--- src/rtl/can_bt_pkg.sv ---
package can_bt_pkg;

    typedef enum logic [1:0] {
        SEG_SYNC = 2'd0,
        SEG_PH1  = 2'd1,
        SEG_PH2  = 2'd2
    } seg_e;

    function automatic logic vote3(input logic a, input logic b, input logic c);
        return (a & b) | (a & c) | (b & c);
    endfunction

endpackage

--- src/rtl/can_bt_cfg_check.sv ---
module can_bt_cfg_check #(
    parameter int BRP_W = 6,
    parameter int T1_W  = 4,
    parameter int T2_W  = 3,
    parameter int SJW_W = 2
) (
    input  logic [BRP_W-1:0] brp,
    input  logic [T1_W-1:0]  tseg1,
    input  logic [T2_W-1:0]  tseg2,
    input  logic [SJW_W-1:0] sjw,
    output logic             bad
);
    localparam int CW = T1_W + T2_W + SJW_W;

    logic [CW-1:0] e1, e2, ej;
    logic t1_short, order_bad, t2_zero, sjw_bad, fast_bad;

    always_comb begin
        e1        = CW'(tseg1);
        e2        = CW'(tseg2);
        ej        = CW'(sjw);
        t1_short  = e1 < CW'(3);
        order_bad = e1 <= e2;
        t2_zero   = e2 == '0;
        sjw_bad   = ej > e2;
        fast_bad  = (e2 == CW'(1)) && (brp == '0);
        bad       = t1_short | order_bad | t2_zero | sjw_bad | fast_bad;
    end

endmodule

--- src/rtl/can_bt_prescaler.sv ---
module can_bt_prescaler #(
    parameter int BRP_W = 6
) (
    input  logic             clk,
    input  logic             rst_n,
    input  logic [BRP_W-1:0] brp,
    input  logic             hold,
    input  logic             restart,
    output logic             tq_tick
);
    localparam int CNT_W = BRP_W + 1;

    logic [CNT_W-1:0] cnt_d, cnt_q;
    logic [CNT_W-1:0] last;

    always_comb begin
        last    = {brp, 1'b1};
        tq_tick = !hold && (cnt_q >= last);
        if (hold || restart || tq_tick) cnt_d = '0;
        else                            cnt_d = cnt_q + CNT_W'(1);
    end

    always_ff @(posedge clk or negedge rst_n) begin
        if (!rst_n) cnt_q <= '0;
        else        cnt_q <= cnt_d;
    end

    // quanta last at least two clocks
    assert_tick_spacing_R1: assert property (@(posedge clk) disable iff (!rst_n)
        tq_tick |=> !tq_tick);

endmodule

--- src/rtl/can_bt_rx_sync.sv ---
module can_bt_rx_sync #(
    parameter int STAGES = 2
) (
    input  logic clk,
    input  logic rst_n,
    input  logic rx_raw,
    output logic rx_s,
    output logic rx_fall
);
    logic [STAGES:0] sh_d, sh_q;

    always_comb begin
        sh_d    = {sh_q[STAGES-1:0], rx_raw};
        rx_s    = sh_q[STAGES-1];
        rx_fall = sh_q[STAGES] & ~sh_q[STAGES-1];
    end

    always_ff @(posedge clk or negedge rst_n) begin
        if (!rst_n) sh_q <= '1;
        else        sh_q <= sh_d;
    end

    assert_single_fall_R6: assert property (@(posedge clk) disable iff (!rst_n)
        rx_fall |=> !rx_fall);

endmodule

--- src/rtl/can_bt_sequencer.sv ---
module can_bt_sequencer
    import can_bt_pkg::*;
#(
    parameter int T1_W  = 4,
    parameter int T2_W  = 3,
    parameter int SJW_W = 2
) (
    input  logic             clk,
    input  logic             rst_n,
    input  logic             tq_tick,
    input  logic             hold,
    input  logic             hsync,
    input  logic             rx_s,
    input  logic             rx_fall,
    input  logic [T1_W-1:0]  tseg1,
    input  logic [T2_W-1:0]  tseg2,
    input  logic [SJW_W-1:0] sjw,
    input  logic             triple,
    output logic             tx_stb,
    output logic             smp_stb,
    output logic             rx_bit,
    output logic [1:0]       seg
);
    localparam int QW = T1_W + 2;

    typedef struct packed {
        seg_e             seg;
        logic [QW-1:0]    qcnt;
        logic [SJW_W:0]   ext;
        logic [SJW_W:0]   shr;
        logic             done;
        logic             pend;
        logic [1:0]       hist;
        logic             rxb;
        logic             tx;
        logic             smp;
    } st_t;

    localparam st_t ST_RST = '{seg: SEG_SYNC, qcnt: '0, ext: '0, shr: '0,
                               done: 1'b0, pend: 1'b0, hist: 2'b11,
                               rxb: 1'b1, tx: 1'b0, smp: 1'b0};

    st_t st_d, st_q;
    logic [QW-1:0] len1, len2, adj_max, late, rem, ext_w, shr_w;
    logic          edge_now;

    always_comb begin
        st_d        = st_q;
        st_d.tx     = 1'b0;
        st_d.smp    = 1'b0;
        len1        = QW'(tseg1) + QW'(1);
        len2        = QW'(tseg2) + QW'(1);
        adj_max     = QW'(sjw) + QW'(1);
        late        = st_q.qcnt + QW'(1);
        rem         = len2 - st_q.qcnt - QW'(1);
        ext_w       = QW'(st_q.ext);
        shr_w       = QW'(st_q.shr);
        edge_now    = st_q.pend | rx_fall;

        if (hold) begin
            st_d = ST_RST;
        end else if (hsync) begin
            st_d      = ST_RST;
            st_d.done = 1'b1;
            st_d.hist = st_q.hist;
            st_d.rxb  = st_q.rxb;
        end else if (!tq_tick) begin
            st_d.pend = st_q.pend | rx_fall;
        end else begin
            st_d.pend = 1'b0;
            st_d.hist = {st_q.hist[0], rx_s};
            unique case (st_q.seg)
                SEG_SYNC: begin
                    st_d.seg  = SEG_PH1;
                    st_d.qcnt = '0;
                    if (edge_now) st_d.done = 1'b1;
                end
                SEG_PH1: begin
                    if (edge_now && !st_q.done) begin
                        ext_w     = (late < adj_max) ? late : adj_max;
                        st_d.done = 1'b1;
                    end
                    st_d.ext = ext_w[SJW_W:0];
                    if (late >= len1 + ext_w) begin
                        st_d.seg  = SEG_PH2;
                        st_d.qcnt = '0;
                        st_d.smp  = 1'b1;
                        st_d.rxb  = triple ? vote3(st_q.hist[1], st_q.hist[0], rx_s) : rx_s;
                    end else begin
                        st_d.qcnt = late;
                    end
                end
                SEG_PH2: begin
                    if (edge_now && !st_q.done) begin
                        shr_w     = (rem < adj_max) ? rem : adj_max;
                        st_d.done = 1'b1;
                    end
                    st_d.shr = shr_w[SJW_W:0];
                    if (late + shr_w >= len2) begin
                        st_d.seg  = SEG_SYNC;
                        st_d.qcnt = '0;
                        st_d.ext  = '0;
                        st_d.shr  = '0;
                        st_d.done = 1'b0;
                        st_d.tx   = 1'b1;
                    end else begin
                        st_d.qcnt = late;
                    end
                end
                default: st_d.seg = SEG_SYNC;
            endcase
        end
    end

    always_ff @(posedge clk or negedge rst_n) begin
        if (!rst_n) st_q <= ST_RST;
        else        st_q <= st_d;
    end

    assign tx_stb  = st_q.tx;
    assign smp_stb = st_q.smp;
    assign rx_bit  = st_q.rxb;
    assign seg     = st_q.seg;

    assert_quiet_when_bad_R3: assert property (@(posedge clk) disable iff (!rst_n)
        hold |=> (!st_q.tx && !st_q.smp && st_q.seg == SEG_SYNC));

    assert_tx_at_sync_R1: assert property (@(posedge clk) disable iff (!rst_n)
        st_q.tx |-> st_q.seg == SEG_SYNC);

    assert_smp_enters_ph2_R2: assert property (@(posedge clk) disable iff (!rst_n)
        st_q.smp |-> (st_q.seg == SEG_PH2 && !st_q.tx));

    assert_adjust_bound_R4: assert property (@(posedge clk) disable iff (!rst_n)
        (QW'(st_q.ext) <= QW'(sjw) + QW'(1)) && (QW'(st_q.shr) <= QW'(sjw) + QW'(1)));

endmodule

--- src/rtl/can_bit_timer.sv ---
module can_bit_timer #(
    parameter int BRP_W  = 6,
    parameter int T1_W   = 4,
    parameter int T2_W   = 3,
    parameter int SJW_W  = 2,
    parameter int STAGES = 2
) (
    input  logic             clk,
    input  logic             rst_n,
    input  logic [BRP_W-1:0] cfg_brp,
    input  logic [T1_W-1:0]  cfg_tseg1,
    input  logic [T2_W-1:0]  cfg_tseg2,
    input  logic [SJW_W-1:0] cfg_sjw,
    input  logic             cfg_triple,
    input  logic             bus_idle,
    input  logic             rx_raw,
    output logic             tq_tick,
    output logic             sample_stb,
    output logic             tx_stb,
    output logic             rx_bit,
    output logic [1:0]       seg_o,
    output logic             config_error
);
    logic bad, rx_s, rx_fall, hsync;

    assign config_error = bad;
    assign hsync        = rx_fall & bus_idle;

    can_bt_cfg_check #(.BRP_W(BRP_W), .T1_W(T1_W), .T2_W(T2_W), .SJW_W(SJW_W)) cfg_i (
        .brp(cfg_brp), .tseg1(cfg_tseg1), .tseg2(cfg_tseg2), .sjw(cfg_sjw), .bad(bad)
    );

    can_bt_rx_sync #(.STAGES(STAGES)) sync_i (
        .clk(clk), .rst_n(rst_n), .rx_raw(rx_raw), .rx_s(rx_s), .rx_fall(rx_fall)
    );

    can_bt_prescaler #(.BRP_W(BRP_W)) pre_i (
        .clk(clk), .rst_n(rst_n), .brp(cfg_brp), .hold(bad), .restart(hsync),
        .tq_tick(tq_tick)
    );

    can_bt_sequencer #(.T1_W(T1_W), .T2_W(T2_W), .SJW_W(SJW_W)) seq_i (
        .clk(clk), .rst_n(rst_n), .tq_tick(tq_tick), .hold(bad), .hsync(hsync),
        .rx_s(rx_s), .rx_fall(rx_fall), .tseg1(cfg_tseg1), .tseg2(cfg_tseg2),
        .sjw(cfg_sjw), .triple(cfg_triple), .tx_stb(tx_stb), .smp_stb(sample_stb),
        .rx_bit(rx_bit), .seg(seg_o)
    );

endmodule

--- config.mk ---
export PLATFORM = sky130hd
export DESIGN_NAME = can_bit_timer
export DESIGN_NICKNAME = d
export VERILOG_FILES = /design/src/rtl/can_bt_pkg.sv /design/src/rtl/can_bt_cfg_check.sv /design/src/rtl/can_bt_prescaler.sv /design/src/rtl/can_bt_rx_sync.sv /design/src/rtl/can_bt_sequencer.sv /design/src/rtl/can_bit_timer.sv
export SDC_FILE = /design/constraint.sdc
export NUM_CORES = 1
export LEC_CHECK = 0
export ABC_AREA = 1
export CELL_PAD_IN_SITES_DETAIL_PLACEMENT = 0
export CELL_PAD_IN_SITES_GLOBAL_PLACEMENT = 1
export CORE_MARGIN = 2
export CORE_UTILIZATION = 45
export CTS_BUF_LIST = sky130_fd_sc_hd__clkbuf_8 sky130_fd_sc_hd__clkbuf_16
export DETAILED_ROUTE_END_ITERATION = 10
export MAX_ROUTING_LAYER = met4
export PLACE_DENSITY_LB_ADDON = 0.1
export SLEW_MARGIN = 25
export SYNTH_ARGS = -nofsm -noshare
export SYNTH_HDL_FRONTEND = slang
export SYNTH_SLANG_ARGS = --single-unit
--- constraint.sdc ---
create_clock -name clk -period 13 [get_ports clk]
set_input_delay 1.95 -clock clk [delete_from_list [all_inputs] [get_ports clk]]
set_output_delay 1.95 -clock clk [all_outputs]
set_load 0.005 [all_outputs]
**Word-level counts from Yosys, hierarchy flattened**

Cells that the tools add are included.

- Latch bits: 0
- Bits in writable memories: 0
- Register bits after elaboration: 31
- ROM bits: 0
- Logic and storage cells: 110
- Memories kept: 0
- Input port bits: 20

- Mux-type cells: 37
- Shifts and indexed selects: 0
- Magnitude comparators: 8
- Div/mod/pow operators: 0
- Reduce and logical (&&, ||, !) cells: 24
- Bitwise operators: 13
- Equal/unequal tests: 7
- $mul: 0
- $add $sub $neg: 9

Operators by type and width:

| operator | count |
|---|---|
| $mux W6 | 14 |
| $mux W21 | 2 |
| $pmux W6 S3 | 1 |
| $mux W15 | 1 |
| $mux W7 | 2 |
| $add A6 B6 Y6 | 2 |
| $ge A6 B6 Y1 | 2 |
| $lt A6 B6 Y1 | 2 |
| $ne A4 B3 Y1 const B | 3 |
| $mux W1 | 10 |
| $reduce_and A3 Y1 | 3 |
| $add A7 B1 Y7 const B | 1 |
| $ge A7 B7 Y1 | 1 |
| $or A1 B1 Y1 | 7 |
| $add A6 B1 Y6 const B | 1 |
| $logic_not A6 Y1 | 1 |
| $pmux W2 S3 | 1 |
| $pmux W3 S2 | 1 |
| $reduce_and A2 Y1 | 3 |
| $reduce_bool A2 Y1 | 3 |
| $reduce_bool A3 Y1 | 2 |
| $sub A6 B1 Y6 const B | 1 |
| $sub A6 B6 Y6 | 1 |
| $add A4 B1 Y5 const B | 1 |
| other kinds (23) | 32 |

**Logic depth before layout (Yosys ltp)**

Gate-level depths: netlist of the first run.

- Word-level depth: 17
- Gate-level depth with buffers: 31
- Gate-level depth less buffers: 31

**Hierarchy**

A second synthesis of the first run with hierarchy kept.

- Cells, all modules: 446
- Area, all modules: 3225.6 µm²

Modules (own cells, without submodules):

| module | area each (µm²) | times used | cells each |
|---|---|---|---|
| can_bt_sequencer | 2343.5 | 1 | 323 |
| can_bt_prescaler | 554.3 | 1 | 68 |
| can_bt_cfg_check | 231.5 | 1 | 48 |
| can_bt_rx_sync | 88.8 | 1 | 5 |
| can_bit_timer | 7.5 | 1 | 2 |

**Worst setup path before layout of the first run**

No wires, ideal clock.

- Path type: in2reg
- Start point: input port cfg_tseg2[1]
- End point: register seq_i.st_q, in the netlist seq_i.seg[0]
- Required time: 12.884 ns
- Stages on the path: 29
- Data arrival time: 5.770 ns
- Path buffers: 0
- Path slack: 7.114 ns
- Library setup time: 0.116 ns
- Path through: inv_1 > ha_1 > inv_1 > fa_1 > inv_1 > ha_1 > o21a_1 > o21ai_0 > nand2_1 > nor2_1 > nand3_1 > nand2_1 > nand3_1 > nand2_1 > inv_1 > ha_1 > fa_1 > ha_1 > a21boi_0 > o21ai_0 > nand2_1 > nand2_1 > nand2_1 > nor2_4 > nand2_4 > o21ai_4 > nor2_1 > nand2_1 > nand2_1

- Longest elaborated chain between the ends: 14
- Elaborated cells between the ends (all ways): 28

RTL lines:

| element | RTL line | RTL |
|---|---|---|
| from (decl) | can_bit_timer.sv:12 | `input logic [T2_W-1:0] cfg_tseg2,` |
| $add A3 B1 Y4 | can_bt_sequencer.sv:52 | `len2 = QW'(tseg2) + QW'(1);` |
| $sub A6 B6 Y6 | can_bt_sequencer.sv:55 | `rem = len2 - st_q.qcnt - QW'(1);` |
| $sub A6 B1 Y6 | can_bt_sequencer.sv:55 |  |
| $lt A6 B6 Y1 | can_bt_sequencer.sv:95 | `shr_w = (rem < adj_max) ? rem : adj_max;` |
| $mux W6 | can_bt_sequencer.sv:95 |  |
| $mux W6 | can_bt_sequencer.sv:94 | `if (edge_now && !st_q.done) begin` |
| $mux W6 | can_bt_sequencer.sv:72 | `unique case (st_q.seg)` |
| $mux W6 | can_bt_sequencer.sv:67 | `end else if (!tq_tick) begin` |
| $mux W6 | can_bt_sequencer.sv:62 | `end else if (hsync) begin` |
| $mux W6 | can_bt_sequencer.sv:60 | `if (hold) begin` |
| $add A6 B6 Y6 | can_bt_sequencer.sv:99 | `if (late + shr_w >= len2) begin` |
| $ge A6 B6 Y1 | can_bt_sequencer.sv:99 |  |
| $ne A4 B3 Y1 (no line) | -- |  |
| $reduce_and A3 Y1 (no line) | -- |  |
| to (signal assigned) | can_bt_sequencer.sv:117 | `else st_q <= st_d;` |
| to (decl) | can_bt_sequencer.sv:43 | `st_t st_d, st_q;` |

Parallel ways exist; a longest one is shown, timed or not. The select of a mux whose other input is x is not followed.
A chain may end at the register's enable or synchronous reset.

**Final worst setup path of the first run**

- Start point: input port cfg_tseg2[0]
- End point: register seq_i.st_q, in the netlist seq_i.seg[0]

The elaborated chain is that of the path after synthesis.

==> flow_metrics.env, run 1 <==
export IMPL_cts_resized_gates=0
export IMPL_p_sw_share_pct=36.0
export IMPL_cp_required_ps=13170
export IMPL_num_vias=2752
export IMPL_antenna_cells=0
export IMPL_netlist_top_cells_count="nand2_1, inv_1, ha_1"
export IMPL_tritoncts="done"
export IMPL_setup_violations=0
export IMPL_antenna_found_initial=0
export IMPL_grt_pass1_wl_um=12300
export IMPL_total_power_uw=274
export IMPL_finClkSkew_ps=8.90
export IMPL_hold_class="reg -> reg"
export IMPL_clock_path_buffers=2
export IMPL_netlist_area_leader_share_pct=20.7
export IMPL_postCtsHoldBufs=0
export IMPL_gr_total_overflow=0
export IMPL_rows=30
export IMPL_outcome="complete, no violations"
export IMPL_post_dp_hpwl_um=5950
export IMPL_crit_path_start="cfg_tseg2[0]"
export IMPL_first_pass_iters=4
export IMPL_final_hold_viol_count=0
export IMPL_crit_slowest_cell="clkdlybuf4s50_1"
export IMPL_place_gp_congestion=0.815
export IMPL_finalNetCount=539
export IMPL_clock_latency_ps=280
export IMPL_power_leakage_uw=0.00195
export IMPL_clock_fmax_ghz=0.150
export IMPL_synth_edf_count=0
export IMPL_synth_warnings=0
export IMPL_cpMostUsedCell="nand2_1"
export IMPL_ant_nets=0
export IMPL_drt_wl_total_um=7270
export IMPL_slew_headroom_pct=59.1
export IMPL_die_h_um=87.7
export IMPL_drt_initial_drc_count=110
export IMPL_synthTopCellsByArea="ha_1, dfrtp_1, nand2_1, inv_1, dfstp_2"
export IMPL_drc=0
export IMPL_powerDensity_nw_per_um2=76.0
export IMPL_crit_type="in -> reg"
export IMPL_grt_pass1_vias=2559
export IMPL_async_flop_share_pct=100
export IMPL_worst_slack_ps=6350
export IMPL_cp_buffers_inverters=5
export IMPL_syn_area_um2=3150
export IMPL_htree_levels=2
export IMPL_wire_per_inst_um=13.0
export IMPL_synthMostInstantiatedCell="nand2_1"
export IMPL_boundaryPins=27
export IMPL_hold_start="sync_i.sh_q[0]"
export IMPL_intPower_uw=175
export IMPL_rsz0062_at_grt="false"
export IMPL_clock_root_buffer="clkbuf_8"
export IMPL_power_share_sequential_pct=37.7
export IMPL_crit_fanout=5
export IMPL_clk_pin_slew_ps=60
export IMPL_ys_ff_latch=31
export IMPL_dieArea_um2=7680
export IMPL_portBuffers=26
export IMPL_yosysUniqueCellTypes=41
export IMPL_coreArea_um2=6790
export IMPL_path_delay_family="adder cells"
export IMPL_fin_crit_sh_pct=51.1
export IMPL_dieWidth_um=87.7
export IMPL_dpl_worst_slack_ps=6080
export IMPL_combPwrFrac_pct=36.2
export IMPL_slew_violations=0
export IMPL_start_kind="input port"
export IMPL_seq_area_frac_synth_pct=24.9
export IMPL_grtUsageTotal_pct=21.0
export IMPL_finalSetupTns_ps=0
export IMPL_hold_ws_ps=360
export IMPL_max_stage_delay_ps=580
export IMPL_syn_avg_cell_area_um2=7.31
export IMPL_netlist_instances=431
export IMPL_synthFlopType="dfrtp_1"
export IMPL_r2r_start="seq_i.st_q[13]"
export IMPL_arrival_ps=6820
export IMPL_tightest_slew_ps=611
export IMPL_cp_end_kind="flop"
export IMPL_power_switching_uw=98.6
export IMPL_syn_to_final_growth_pct=14.5
export IMPL_start_util_pct=46.4
export IMPL_vias_per_cell=4.91
export IMPL_post_cts_setup_buffer_count=0
export IMPL_grt_max_degree=32
export IMPL_cap_violations=0
export IMPL_clkPwrFrac_pct=26.1
export IMPL_layout_drive_gt1_share_pct=8.82
export IMPL_ir_drop_mv=0.0520
export IMPL_fin_crit_ps=6650
export IMPL_cts_buffers=5
export IMPL_clock_sinks=31
export IMPL_synth_top_area_cell="ha_1"
## final timing paths
kind | cells after the start | slack [ps] | to
worst max-delay path | 30 | 6350 | seq_i.seg[0]
worst min-delay path | 0 | 360 | sync_i.sh_q[1]
worst max register to register | 29 | 8120 | seq_i.seg[0]
worst min register to register | 0 | 360 | sync_i.sh_q[1]
max in group asynchronous | 2 | 10600 | seq_i.st_q[3]
min in group asynchronous | 2 | 2060 | pre_i.cnt_q[2]
## cells by family after synthesis
| family | Yosys count | share of synthesized area (%) |
|---|---|---|
| adder cells (fa/ha/maj) | 55 | 22.6 |
| other | 1 | 0.119 |
| flip-flops | 31 | 24.9 |
| AND/OR/NAND/NOR | 209 | 30.6 |
| AO/OA/AOI/OAI | 48 | 9.26 |
| XOR/XNOR | 12 | 3.34 |
| buffers and inverters | 75 | 9.22 |
## sequential cells by signal, indices dropped and copies added (netlist names)
register / count
sync_i.sh_q: 3
seq_i.rx_bit: 1
seq_i.tx_stb: 1
pre_i.cnt_q: 7
seq_i.seg: 2
seq_i.smp_stb: 1
seq_i.st_q: 16
## cell type report
| type | count | area (µm²) |
|---|---|---|
| fill | 684 | 3190 |
| multi-input combinational | 328 | 2090 |
| sequential | 31 | 783 |
| timing repair buffer | 27 | 268 |
| inverter | 71 | 267 |
| tap | 96 | 120 |
| clock buffer | 5 | 68.8 |
| clock inverter | 3 | 11.3 |
## power groups by stage
stage | Combinational, µW | Sequential (µW) | Clock, µW
2_1_floorplan | 70.5 | 104 | 0
3_3_place_gp | 98.5 | 105 | 0
3_5_place_dp | 99.8 | 105 | 0
4_1_cts | 100 | 103 | 74.2
5_1_grt | 114 | 104 | 78.7
6_report | 99.2 | 103 | 71.5
## routing by layer
metal  vias to the layer above  part of all wire, %  wire length, µm  global-route usage [%]
met5                         -                    0                0                       -
met4                         0                 0.45               33                    2.94
met3                         4                  2.4              175                    2.64
met2                        31                   45             3300                    33.1
met1                      1257                   52             3760                    29.7
li1                       1460                    -                -                       -
## placed cells by master, fill, tap and decap left out, types with 4 or more instances in the layout
cell	instances
nor3_1	5
inv_1	71
o21ai_0	12
clkbuf_8	5
xnor2_1	5
o21ai_2	5
a21oi_1	20
nand2_2	7
or2_2	4
nand4_1	14
nand2_1	102
conb_1	4
ha_1	52
dfrtp_1	25
nand3_1	30
clkdlybuf4s50_1	26
xor2_1	7
dfstp_2	6
nor2_1	33
## metrics by stage
step                instances  util (%)  area, µm²
floorplan                 434         -       3160
global placement          553      51.9       3520
detailed placement        553      51.9       3520
CTS                       561      53.1       3600
global route              561      53.1       3600
finish                    561      53.1       3600
Power figures use the tool's default switching activity.
==> run 2, diff against run 1 <==
--- a/config.mk
+++ b/config.mk
@@ -9,7 +9,7 @@
 export CELL_PAD_IN_SITES_DETAIL_PLACEMENT = 0
 export CELL_PAD_IN_SITES_GLOBAL_PLACEMENT = 1
 export CORE_MARGIN = 2
-export CORE_UTILIZATION = 45
+export CORE_UTILIZATION = 39
 export CTS_BUF_LIST = sky130_fd_sc_hd__clkbuf_8 sky130_fd_sc_hd__clkbuf_16
 export DETAILED_ROUTE_END_ITERATION = 10
 export MAX_ROUTING_LAYER = met4
==> constraint.sdc (replaced) <==
create_clock -name clk -period 5.35 [get_ports clk]
set_input_delay 0.8025 -clock clk [delete_from_list [all_inputs] [get_ports clk]]
set_output_delay 0.8025 -clock clk [all_outputs]
set_load 0.005 [all_outputs]
==> flow_metrics.env, run 2 (synthesis gave the netlist of run 1 again) <==
export IMPL_outcome="complete, no violations"
export IMPL_coreArea_um2=7770
export IMPL_ant_nets=0
export IMPL_dpl_cell_count=582
export IMPL_clock_root_buffer="clkbuf_8"
export IMPL_largest_register="seq_i.st_q"
export IMPL_grt_pass1_wl_um=12400
export IMPL_place_gp_congestion=0.894
export IMPL_multiInputGateArea_um2=2140
export IMPL_gr_total_overflow=0
export IMPL_finalNetCount=563
export IMPL_start_kind="input port"
export IMPL_crit_fanout=4
export IMPL_cap_violations=0
export IMPL_finClkSkew_ps=5.21
export IMPL_portBuffers=26
export IMPL_reg_largest_list="seq_i.st_q x16, pre_i.cnt_q x7, sync_i.sh_q x3"
export IMPL_cp_required_ps=5560
export IMPL_slew_headroom_pct=56.6
export IMPL_fin_crit_ps=4870
export IMPL_dpl_cell_area_um2=3700
export IMPL_layout_drive_gt1_share_pct=15.5
export IMPL_antenna_cells=0
export IMPL_drc=0
export IMPL_clock_path_buffers=2
export IMPL_regArea_um2=783
export IMPL_postCtsHoldBufs=0
export IMPL_clock_latency_ps=280
export IMPL_first_pass_iters=4
export IMPL_dieWidth_um=93.9
export IMPL_clock_fmax_ghz=0.205
export IMPL_n_fill_cell=794
export IMPL_finalSetupTns_ps=0
export IMPL_final_area_um2=3870
export IMPL_grt_max_degree=32
export IMPL_htree_levels=2
export IMPL_rows=32
export IMPL_setup_violations=0
export IMPL_grt_pass1_vias=2658
export IMPL_antenna_found_initial=0
export IMPL_slew_violations=0
export IMPL_clock_sinks=31
export IMPL_drt_initial_drc_count=100
export IMPL_wire_per_inst_um=13.0
export IMPL_die_h_um=93.9
export IMPL_vias_per_cell=4.88
export IMPL_ir_drop_mv=0.138
export IMPL_final_common_cell="nand2_1"
export IMPL_total_power_uw=733
export IMPL_final_hold_viol_count=0
export IMPL_drt_wl_total_um=7680
export IMPL_rsz0062_at_grt="false"
export IMPL_syn_to_final_growth_pct=22.9
export IMPL_clk_pin_slew_ps=70
export IMPL_tritoncts="done"
export IMPL_final_cell_mix="nand2_1, inv_1, ha_1, nor2_1, nand3_1"
export IMPL_cp_end_kind="flop"
export IMPL_power_leakage_uw=0.00209
export IMPL_powerDensity_nw_per_um2=189
export IMPL_arrival_ps=5090
export IMPL_boundaryPins=27
export IMPL_post_dp_hpwl_um=6210
export IMPL_largest_reg_flops=16
export IMPL_grtUsageTotal_pct=18.5
export IMPL_start_util_pct=40.5
export IMPL_cts_buffers=5
export IMPL_tightest_slew_ps=649
export IMPL_num_vias=2886
export IMPL_instances_no_fill=591
export IMPL_hold_class="reg -> reg"
export IMPL_crit_type="in -> reg"
export IMPL_dieArea_um2=8810
export IMPL_fin_crit_sh_pct=91.1
export IMPL_final_util_pct=49.8
==> run 2: changes by cell type in the layout (fill, tap and decap cells not counted), sizes merged <==
cell / previous run / this run
buf: 1 / 25
inv: 73 / 71
clkbuf: 5 / 7
clkdlybuf4s50: 26 / 24
dlymetal6s2s: 0 / 2
==> run 2: through the flow <==
stage | hold WS [ps] | worst slack, ps
4_1_cts | 359 | 79.8
3_3_place_gp | 346 | -196
2_1_floorplan | 345 | 611
3_5_place_dp | 355 | -188
6_report | 360 | 477
5_1_grt | 363 | 80.8
==> run 2: critical path, cell delays in order <==
cell             delay [ps]
clkdlybuf4s50_1         520
inv_1                   120
nor3_1                  290
ha_1                    330
a21oi_1                 210
nand2_1                  80
a21oi_1                 120
nand2_1                 110
nor2_4                  160
nand3_2                 100
nand2_1                  70
nand3_1                  80
nand2_1                 100
inv_1                    60
ha_1                    180
fa_1                    440
ha_1                    280
a21boi_0                120
o21ai_1                 120
nand2_1                  60
nand2_1                  70
nand2_2                  80
nor2_4                  170
nand2_4                  80
o21ai_4                 100
nand2_4                 100
o21ai_2                 120
==> run 2: final timing paths <==
check / start / to / slack (ps) / cells past startpoint
worst max-delay path: cfg_tseg2[2] / seq_i.st_q[17] / 480 / 27
min in group asynchronous: rst_n / pre_i.cnt_q[2] / 910 / 2
worst min-delay path: sync_i.sh_q[0] / sync_i.sh_q[1] / 360 / 0
max in group asynchronous: rst_n / seq_i.st_q[3] / 4110 / 2
worst min register to register: sync_i.sh_q[0] / sync_i.sh_q[1] / 360 / 0
worst max register to register: seq_i.st_q[13] / seq_i.st_q[17] / 820 / 28
==> run 2: power by group <==
| group | switching, µW | internal (µW) | total [µW] | leakage [µW] |
|---|---|---|---|---|
| clock network | 86.7 | 115 | 202 | 0.0000557 |
| logic | 159 | 120 | 280 | 0.00163 |
| registers | 6.48 | 244 | 251 | 0.000408 |
| total | 252 | 480 | 733 | 0.00209 |
==> run 2: layout make-up <==
class                   instances  area share [%]
clock inverters                 1          0.0970
inverters                      71            6.89
flip-flops and latches         31            20.2
well taps                     102            3.30
repair buffers                 51            11.7
multi-input cells             328            55.3
clock buffers                   7            2.49
==> run 2: layer usage <==
layer	routed length [µm]	GRT usage [%]	up-vias
met5	0	-	-
met4	57	2.90	0
met3	279	2.49	7
met2	3420	29.6	48
met1	3920	25.6	1324
li1	-	-	1507
==> run 2: what timing repair did <==
action,CTS,global route
buffers inserted,0,1
gates resized for setup,0,15
endpoints found under the setup margin,0,16
